### src/rtl/ipc_mailbox_pkg.sv
// Package: shared constants for the mailbox.
// Assumes: the status word layout is fixed, because software decodes it.
package ipc_mailbox_pkg;
    localparam int ST_W        = 4;
    localparam int ST_RX_VALID = 0;
    localparam int ST_TX_READY = 1;
    localparam int ST_WR_ERR   = 2;
    localparam int ST_RD_ERR   = 3;
    localparam int NUM_CORES   = 2;
endpackage

### src/rtl/ipc_fifo.sv
// Module: one-way word queue that refuses illegal accesses.
// Pushes into a full queue and pops from an empty one are dropped and flagged.
// Legality is judged on the state before the cycle.
// Assumes: DEPTH >= 2. Read data is registered and updates only on a pop strobe.
module ipc_fifo #(
    parameter int DATA_W = 32,
    parameter int DEPTH  = 8
) (
    input  logic              clk,
    input  logic              rst_n,
    input  logic              wr_en,
    input  logic [DATA_W-1:0] wr_data,
    input  logic              rd_en,
    output logic [DATA_W-1:0] rd_data,
    output logic              not_empty,
    output logic              not_full,
    output logic              wr_drop,
    output logic              rd_drop
);
    localparam int PW = $clog2(DEPTH);
    localparam int CW = $clog2(DEPTH + 1);
    localparam logic [PW-1:0] LAST = PW'(DEPTH - 1);

    logic [DATA_W-1:0] mem [DEPTH];
    logic [PW-1:0]     wr_ptr, rd_ptr;
    logic [CW-1:0]     count;
    logic              wr_ok, rd_ok;

    // Decode legality of this cycle's accesses.
    always_comb begin
        not_empty = (count != '0);
        not_full  = (count != CW'(DEPTH));
        wr_ok     = wr_en && not_full;
        rd_ok     = rd_en && not_empty;
        wr_drop   = wr_en && !not_full;
        rd_drop   = rd_en && !not_empty;
    end

    // Storage write. Storage is not reset.
    always_ff @(posedge clk) begin
        if (wr_ok) mem[wr_ptr] <= wr_data;
    end

    // Pointers, occupancy and registered read data.
    always_ff @(posedge clk) begin
        if (!rst_n) begin
            wr_ptr  <= '0;
            rd_ptr  <= '0;
            count   <= '0;
            rd_data <= '0;
        end else begin
            if (wr_ok) wr_ptr <= (wr_ptr == LAST) ? '0 : wr_ptr + 1'b1;
            if (rd_ok) rd_ptr <= (rd_ptr == LAST) ? '0 : rd_ptr + 1'b1;
            if (wr_ok && !rd_ok)      count <= count + 1'b1;
            else if (rd_ok && !wr_ok) count <= count - 1'b1;
            if (rd_en) rd_data <= rd_ok ? mem[rd_ptr] : '0;
        end
    end

    // occupancy never exceeds the depth.
    assert_count_limit_R1: assert property (@(posedge clk) disable iff (!rst_n)
        count <= CW'(DEPTH));

    // a lone push into a full queue leaves it full.
    assert_full_push_dropped_R4: assert property (@(posedge clk) disable iff (!rst_n)
        (wr_en && !not_full && !rd_en) |=> !not_full);

    // a lone pop from an empty queue returns zero and leaves the queue empty.
    assert_empty_pop_zero_R5: assert property (@(posedge clk) disable iff (!rst_n)
        (rd_en && !not_empty && !wr_en) |=> (!not_empty && rd_data == '0));

    // a legal push and pop together keep the occupancy.
    assert_push_pop_balance_R9: assert property (@(posedge clk) disable iff (!rst_n)
        (wr_en && rd_en && not_empty && not_full) |=> $stable(count));
endmodule

### src/rtl/ipc_status_port.sv
// Module: one core's status view, sticky error flags and interrupt.
// Assumes: the error pulses come from this core's own accesses only.
// An error in the same cycle as a clear wins.
module ipc_status_port
    import ipc_mailbox_pkg::*;
(
    input  logic            clk,
    input  logic            rst_n,
    input  logic            st_clr,
    input  logic            rx_not_empty,
    input  logic            tx_not_full,
    input  logic            tx_drop,
    input  logic            rx_drop,
    output logic [ST_W-1:0] status,
    output logic            irq
);
    logic wr_err_q, rd_err_q;

    // Sticky flags: set by errors, cleared by a status-clear strobe.
    always_ff @(posedge clk) begin
        if (!rst_n) begin
            wr_err_q <= 1'b0;
            rd_err_q <= 1'b0;
        end else begin
            wr_err_q <= tx_drop || (wr_err_q && !st_clr);
            rd_err_q <= rx_drop || (rd_err_q && !st_clr);
        end
    end

    // Assemble the status word and the interrupt.
    always_comb begin
        status              = '0;
        status[ST_RX_VALID] = rx_not_empty;
        status[ST_TX_READY] = tx_not_full;
        status[ST_WR_ERR]   = wr_err_q;
        status[ST_RD_ERR]   = rd_err_q;
        irq                 = rx_not_empty || wr_err_q || rd_err_q;
    end

    // a clear with no concurrent error empties the sticky flags.
    assert_clear_sticky_R6: assert property (@(posedge clk) disable iff (!rst_n)
        (st_clr && !tx_drop && !rx_drop) |=> (status[ST_RD_ERR:ST_WR_ERR] == 2'b00));

    // a dropped access raises the interrupt in the next cycle.
    assert_drop_raises_irq_R8: assert property (@(posedge clk) disable iff (!rst_n)
        (tx_drop || rx_drop) |=> irq);

    // without a clear, a set flag stays set.
    assert_sticky_holds_R7: assert property (@(posedge clk) disable iff (!rst_n)
        (!st_clr && status[ST_WR_ERR]) |=> status[ST_WR_ERR]);
endmodule

### src/rtl/ipc_mailbox.sv
// Module: two-core mailbox top. Holds one queue per direction.
// Each core's push and pop ports are cross-wired to the right queue.
// Assumes: core k's push side feeds queue k, and core k pops from queue 1-k.
module ipc_mailbox
    import ipc_mailbox_pkg::*;
#(
    parameter int DATA_W = 32,
    parameter int DEPTH  = 8
) (
    input  logic              clk,
    input  logic              rst_n,
    input  logic              c0_tx_we,
    input  logic [DATA_W-1:0] c0_tx_data,
    input  logic              c0_rx_re,
    output logic [DATA_W-1:0] c0_rx_data,
    input  logic              c0_st_clr,
    output logic [ST_W-1:0]   c0_status,
    output logic              c0_irq,
    input  logic              c1_tx_we,
    input  logic [DATA_W-1:0] c1_tx_data,
    input  logic              c1_rx_re,
    output logic [DATA_W-1:0] c1_rx_data,
    input  logic              c1_st_clr,
    output logic [ST_W-1:0]   c1_status,
    output logic              c1_irq
);
    logic              we    [NUM_CORES];
    logic [DATA_W-1:0] wdata [NUM_CORES];
    logic              re    [NUM_CORES];
    logic              clr   [NUM_CORES];
    logic [DATA_W-1:0] q_rd  [NUM_CORES];
    logic              q_ne  [NUM_CORES];
    logic              q_nf  [NUM_CORES];
    logic              q_wd  [NUM_CORES];
    logic              q_rdd [NUM_CORES];
    logic [ST_W-1:0]   st    [NUM_CORES];
    logic              irq_v [NUM_CORES];

    // Gather the per-core ports into arrays.
    always_comb begin
        we[0] = c0_tx_we;  wdata[0] = c0_tx_data;  re[0] = c0_rx_re;  clr[0] = c0_st_clr;
        we[1] = c1_tx_we;  wdata[1] = c1_tx_data;  re[1] = c1_rx_re;  clr[1] = c1_st_clr;
    end

    for (genvar k = 0; k < NUM_CORES; k++) begin : g_core
        localparam int PEER = NUM_CORES - 1 - k;

        // Queue k: written by core k, read by the peer core.
        ipc_fifo #(.DATA_W(DATA_W), .DEPTH(DEPTH)) u_fifo (
            .clk       (clk),
            .rst_n     (rst_n),
            .wr_en     (we[k]),
            .wr_data   (wdata[k]),
            .rd_en     (re[PEER]),
            .rd_data   (q_rd[k]),
            .not_empty (q_ne[k]),
            .not_full  (q_nf[k]),
            .wr_drop   (q_wd[k]),
            .rd_drop   (q_rdd[k])
        );

        // Core k's view: transmit is queue k, receive is queue PEER.
        ipc_status_port u_port (
            .clk          (clk),
            .rst_n        (rst_n),
            .st_clr       (clr[k]),
            .rx_not_empty (q_ne[PEER]),
            .tx_not_full  (q_nf[k]),
            .tx_drop      (q_wd[k]),
            .rx_drop      (q_rdd[PEER]),
            .status       (st[k]),
            .irq          (irq_v[k])
        );
    end

    // Drive the per-core outputs: each core reads its peer's queue.
    always_comb begin
        c0_rx_data = q_rd[1];  c0_status = st[0];  c0_irq = irq_v[0];
        c1_rx_data = q_rd[0];  c1_status = st[1];  c1_irq = irq_v[1];
    end

    // a push by core 0 into an empty queue becomes visible to core 1 only.
    assert_cross_wiring_R2: assert property (@(posedge clk) disable iff (!rst_n)
        (c0_tx_we && !c0_status[ST_TX_READY] == 1'b0 && !c1_status[ST_RX_VALID] && !c1_rx_re)
        |=> c1_status[ST_RX_VALID]);
endmodule

### config.mk
export PLATFORM = sky130hd
export DESIGN_NAME = ipc_mailbox
export DESIGN_NICKNAME = d
export VERILOG_FILES = /design/src/rtl/ipc_mailbox_pkg.sv /design/src/rtl/ipc_fifo.sv /design/src/rtl/ipc_status_port.sv /design/src/rtl/ipc_mailbox.sv
export SDC_FILE = /design/constraint.sdc
export NUM_CORES = 1
export LEC_CHECK = 0
export ABC_AREA = 1
export BUFFER_PORTS_ARGS = -buffer_cell sky130_fd_sc_hd__buf_2
export CAP_MARGIN = 30
export CORE_MARGIN = 4
export CORE_UTILIZATION = 55
export CTS_CLUSTER_DIAMETER = 30
export CTS_CLUSTER_SIZE = 14
export DETAILED_ROUTE_END_ITERATION = 6
export PLACE_DENSITY = 0.76
export SYNTH_ARGS = -nofsm -noshare
export SYNTH_HDL_FRONTEND = slang
export SYNTH_SLANG_ARGS = --single-unit
### constraint.sdc
create_clock -name clk -period 2.6 [get_ports clk]
set_input_delay 0.26 -clock clk [delete_from_list [all_inputs] [get_ports clk]]
set_output_delay 0.26 -clock clk [all_outputs]
set_load 0.1 [all_outputs]
==> flow_metrics.tcl <==
set metrics [dict create \
    r2r_start "g_core[0].u_fifo.count[0]$_SDFFE_PN0P_" \
    dr.first_iter.drc_count 1802 \
    hold_viol_final 0 \
    placeableCoreArea_um2 45300 \
    area_growth_pct 23.3 \
    synth-edff-count 512 \
    synth_cell_types 23 \
    fp-row-count 78 \
    holdPathEnd "g_core[0].u_fifo.wr_ptr[2]$_SDFFE_PN0P_" \
    holdPathStages 3 \
    fmax_mhz 428 \
    antenna_found_initial 5 \
    cp.required_ps 3150 \
    arrival_ps 2890 \
    status "completed" \
    rsz0062_at_grt "no" \
    worstSetupPathType "reg -> reg" \
    yosysTopAreaCell "edfxtp_1" \
    grt_pass1_wl_mm 96.3 \
    grt_pass1_vias 18265 \
    worstMarginPinSlew_ps 848 \
    holdWs_ps 19.0 \
    synth_nets 2540 \
    die_area_um2 49300 \
    via_per_inst 5.38 \
    syn_inst 2452 \
    cts.path.max_buffers 3 \
    cap_violations 0 \
    n_fill_cell 2962 \
    worstPathMaxFanout 7 \
    synthesis.area_um2 25200 \
    setup_ws_ps 262 \
    routedWlPerCell_um 18.1 \
    synth_flop_cell "edfxtp_1" \
    vias 18208 \
    cts-root-buf "clkbuf_16" \
    path_clk_slew_ps 40 \
    fin_crit_sh_pct 89.9 \
    finalSetupViolCount 0 \
    grt_max_degree 129 \
    multi_input_area_um2 5830 \
    p_per_area_nw_per_um2 1130 \
    reg2regPathDepth 13 \
    rrSetupSlack_ps 260 \
    hold_class "in -> reg" \
    synthTopCellsByCount "nand2_1 (737), edfxtp_1 (512), inv_1 (417)" \
    drive_above_1_share_pct 14.6 \
    grt.overflow.total 0 \
    maxSlewHeadroom_pct 43.5 \
    syn_area_per_cell_um2 10.3 \
    drc 0 \
    die_x_um 222 \
    htreeDepth 3 \
    hold_start "c0_tx_we" \
    cts_num_sinks 606 \
    synth_most_common_cell "nand2_1" \
    dpl_worst_slack_ps 212 \
    regArea_um2 17300 \
    drv_slew 0 \
    cp-end-kind "flop" \
    cts_tree "done" \
    fin_crit_ps 2340 \
    layout.nets 2775 \
    worstSkewPairLatency_ps 640 \
    ys_top_cells_by_area "edfxtp_1 (61%), nand2_1 (11%), nand3_1 (7.8%), dfxtp_1 (7.5%), inv_1 (6.2%)" \
    cts_buffers 107 \
    ys_warn_count 0 \
    ys_seq_elements 606 \
    cp-start-kind "flop" \
    io_pins 146 \
    place_congestion 0.776 \
    power.leakage_uw 0.0134 \
    ant_nets 0 \
    grt.total_usage_pct 24.5 \
    io_buffers 145 \
    dr.pass1.iters 7 \
    synth.top_cell.area_share_pct 61.0 \
    start_util_pct 55.6 \
    dpl.hpwl_mm 30.6 \
    r2r_end "g_core[0].u_fifo.count[3]$_SDFFE_PN0P_" \
    vdd_drop_max_v 0.00125 \
    synth-seq-area-share_pct 68.5 \
    die_h_um 222 \
    async_reset_ff_share_pct 0 \
    wl_mm 61.2 \
    skew_ps 21.3 \
]
## final cells by class
class,count,area share [%]
Antenna cell,4,0.0322
Clock buffer,124,9.05
Clock inverter,78,2.52
Inverter,427,5.17
Multi-Input combinational cell,1294,18.8
Sequential cell,606,55.6
Tap cell,600,2.42
Timing Repair Buffer,251,6.50
## metal layers
| metal | GRT usage [%] | vias to the layer above | routed length [µm] |
|---|---|---|---|
| li1 | - | 8440 | - |
| met1 | 31.3 | 8634 | 23300 |
| met2 | 40.8 | 943 | 30300 |
| met3 | 5.08 | 189 | 5390 |
| met4 | 11.0 | 2 | 2230 |
| met5 | 0 | - | 13 |
## worst max-delay path: stages, from the launching register on
cell,delay [ps]
dfxtp_1,360
nor2_2,170
nand3_1,150
nand2_2,170
inv_1,80
ha_1,220
inv_1,140
ha_1,270
or2_2,310
nand2_1,70
nand3_1,70
nand2_1,80
nand2_1,60
a21oi_1,110
## report_power, final
part           leakage (µW)  switching [µW]  internal, µW
clock               0.00174            4800          8790
combinational       0.00620            7260          2250
sequential          0.00542             458         11500
total                0.0134           12500         22600
## cells by family (layout without fill, tap and decap cells)
logic type | after synthesis | in the layout | synth area share [%]
compound gates | 91 | 91 | 1.83
xor+xnor | 4 | 4 | 0.139
fa+ha+maj | 16 | 16 | 0.854
buf+inv | 552 | 880 | 8.86
flops | 606 | 606 | 68.5
other cells | 0 | 4 | 0
simple gates | 1183 | 1183 | 19.8
## repair_timing
action / in CTS / in global routing
setup buffers: 0 / 0
endpoints found under the setup margin: 0 / 1
resized for setup: 0 / 1
hold buffers: 69 / 0
hold endpoints to repair: 519 / 0
## sequential cells by signal, summed over array words and instances (netlist names), named ones only
signal                  flops
g_core.u_fifo.mem         512
g_core.u_fifo.rd_data      64
g_core.u_port.wr_err_q      2
g_core.u_fifo.rd_ptr        6
g_core.u_fifo.count         8
g_core.u_fifo.wr_ptr        6
g_core.u_port.rd_err_q      2
## worst max-delay path by stage
stage                                                       from                                endpoint
after floorplan           g_core[0].u_fifo.count[0]$_SDFFE_PN0P_    g_core[0].u_fifo.mem[0][0]$_DFFE_PP_
after global placement    g_core[0].u_fifo.count[0]$_SDFFE_PN0P_  g_core[0].u_fifo.count[3]$_SDFFE_PN0P_
after detailed placement  g_core[0].u_fifo.count[0]$_SDFFE_PN0P_  g_core[0].u_fifo.count[3]$_SDFFE_PN0P_
after CTS                 g_core[0].u_fifo.count[0]$_SDFFE_PN0P_  g_core[0].u_fifo.count[3]$_SDFFE_PN0P_
after global routing      g_core[1].u_fifo.count[0]$_SDFFE_PN0P_  g_core[1].u_fifo.count[3]$_SDFFE_PN0P_
final                     g_core[0].u_fifo.count[0]$_SDFFE_PN0P_  g_core[0].u_fifo.count[3]$_SDFFE_PN0P_
## placed cells by master (no fill, tap or decap), types with 16 or more instances in the layout
master and n:
buf_2 145, nor2_1 27, clkbuf_16 108, dfxtp_1 90, edfxtp_1 512, dlygate4sd3_1 69
nand3_1 392, inv_1 416, nand2_1 736, nor2_4 16, clkinv_2 24, buf_12 26
a21oi_1 73
## metrics by stage
step | area [µm²] | instances | total power [µW] | setup TNS (ps) | utilization, %
after floorplan | 25200 | 2452 | 19200 | -24080 | -
after global placement | 26800 | 3109 | 21000 | 0 | 59.1
after detailed placement | 26800 | 3109 | 21400 | 0 | 59.1
after CTS | 31100 | 3380 | 35100 | 0 | 68.6
after global routing | 31100 | 3383 | 36500 | 0 | 68.6
final | 31100 | 3384 | 35100 | 0 | 68.6
No activity file was read; power rests on OpenSTA's default activity.
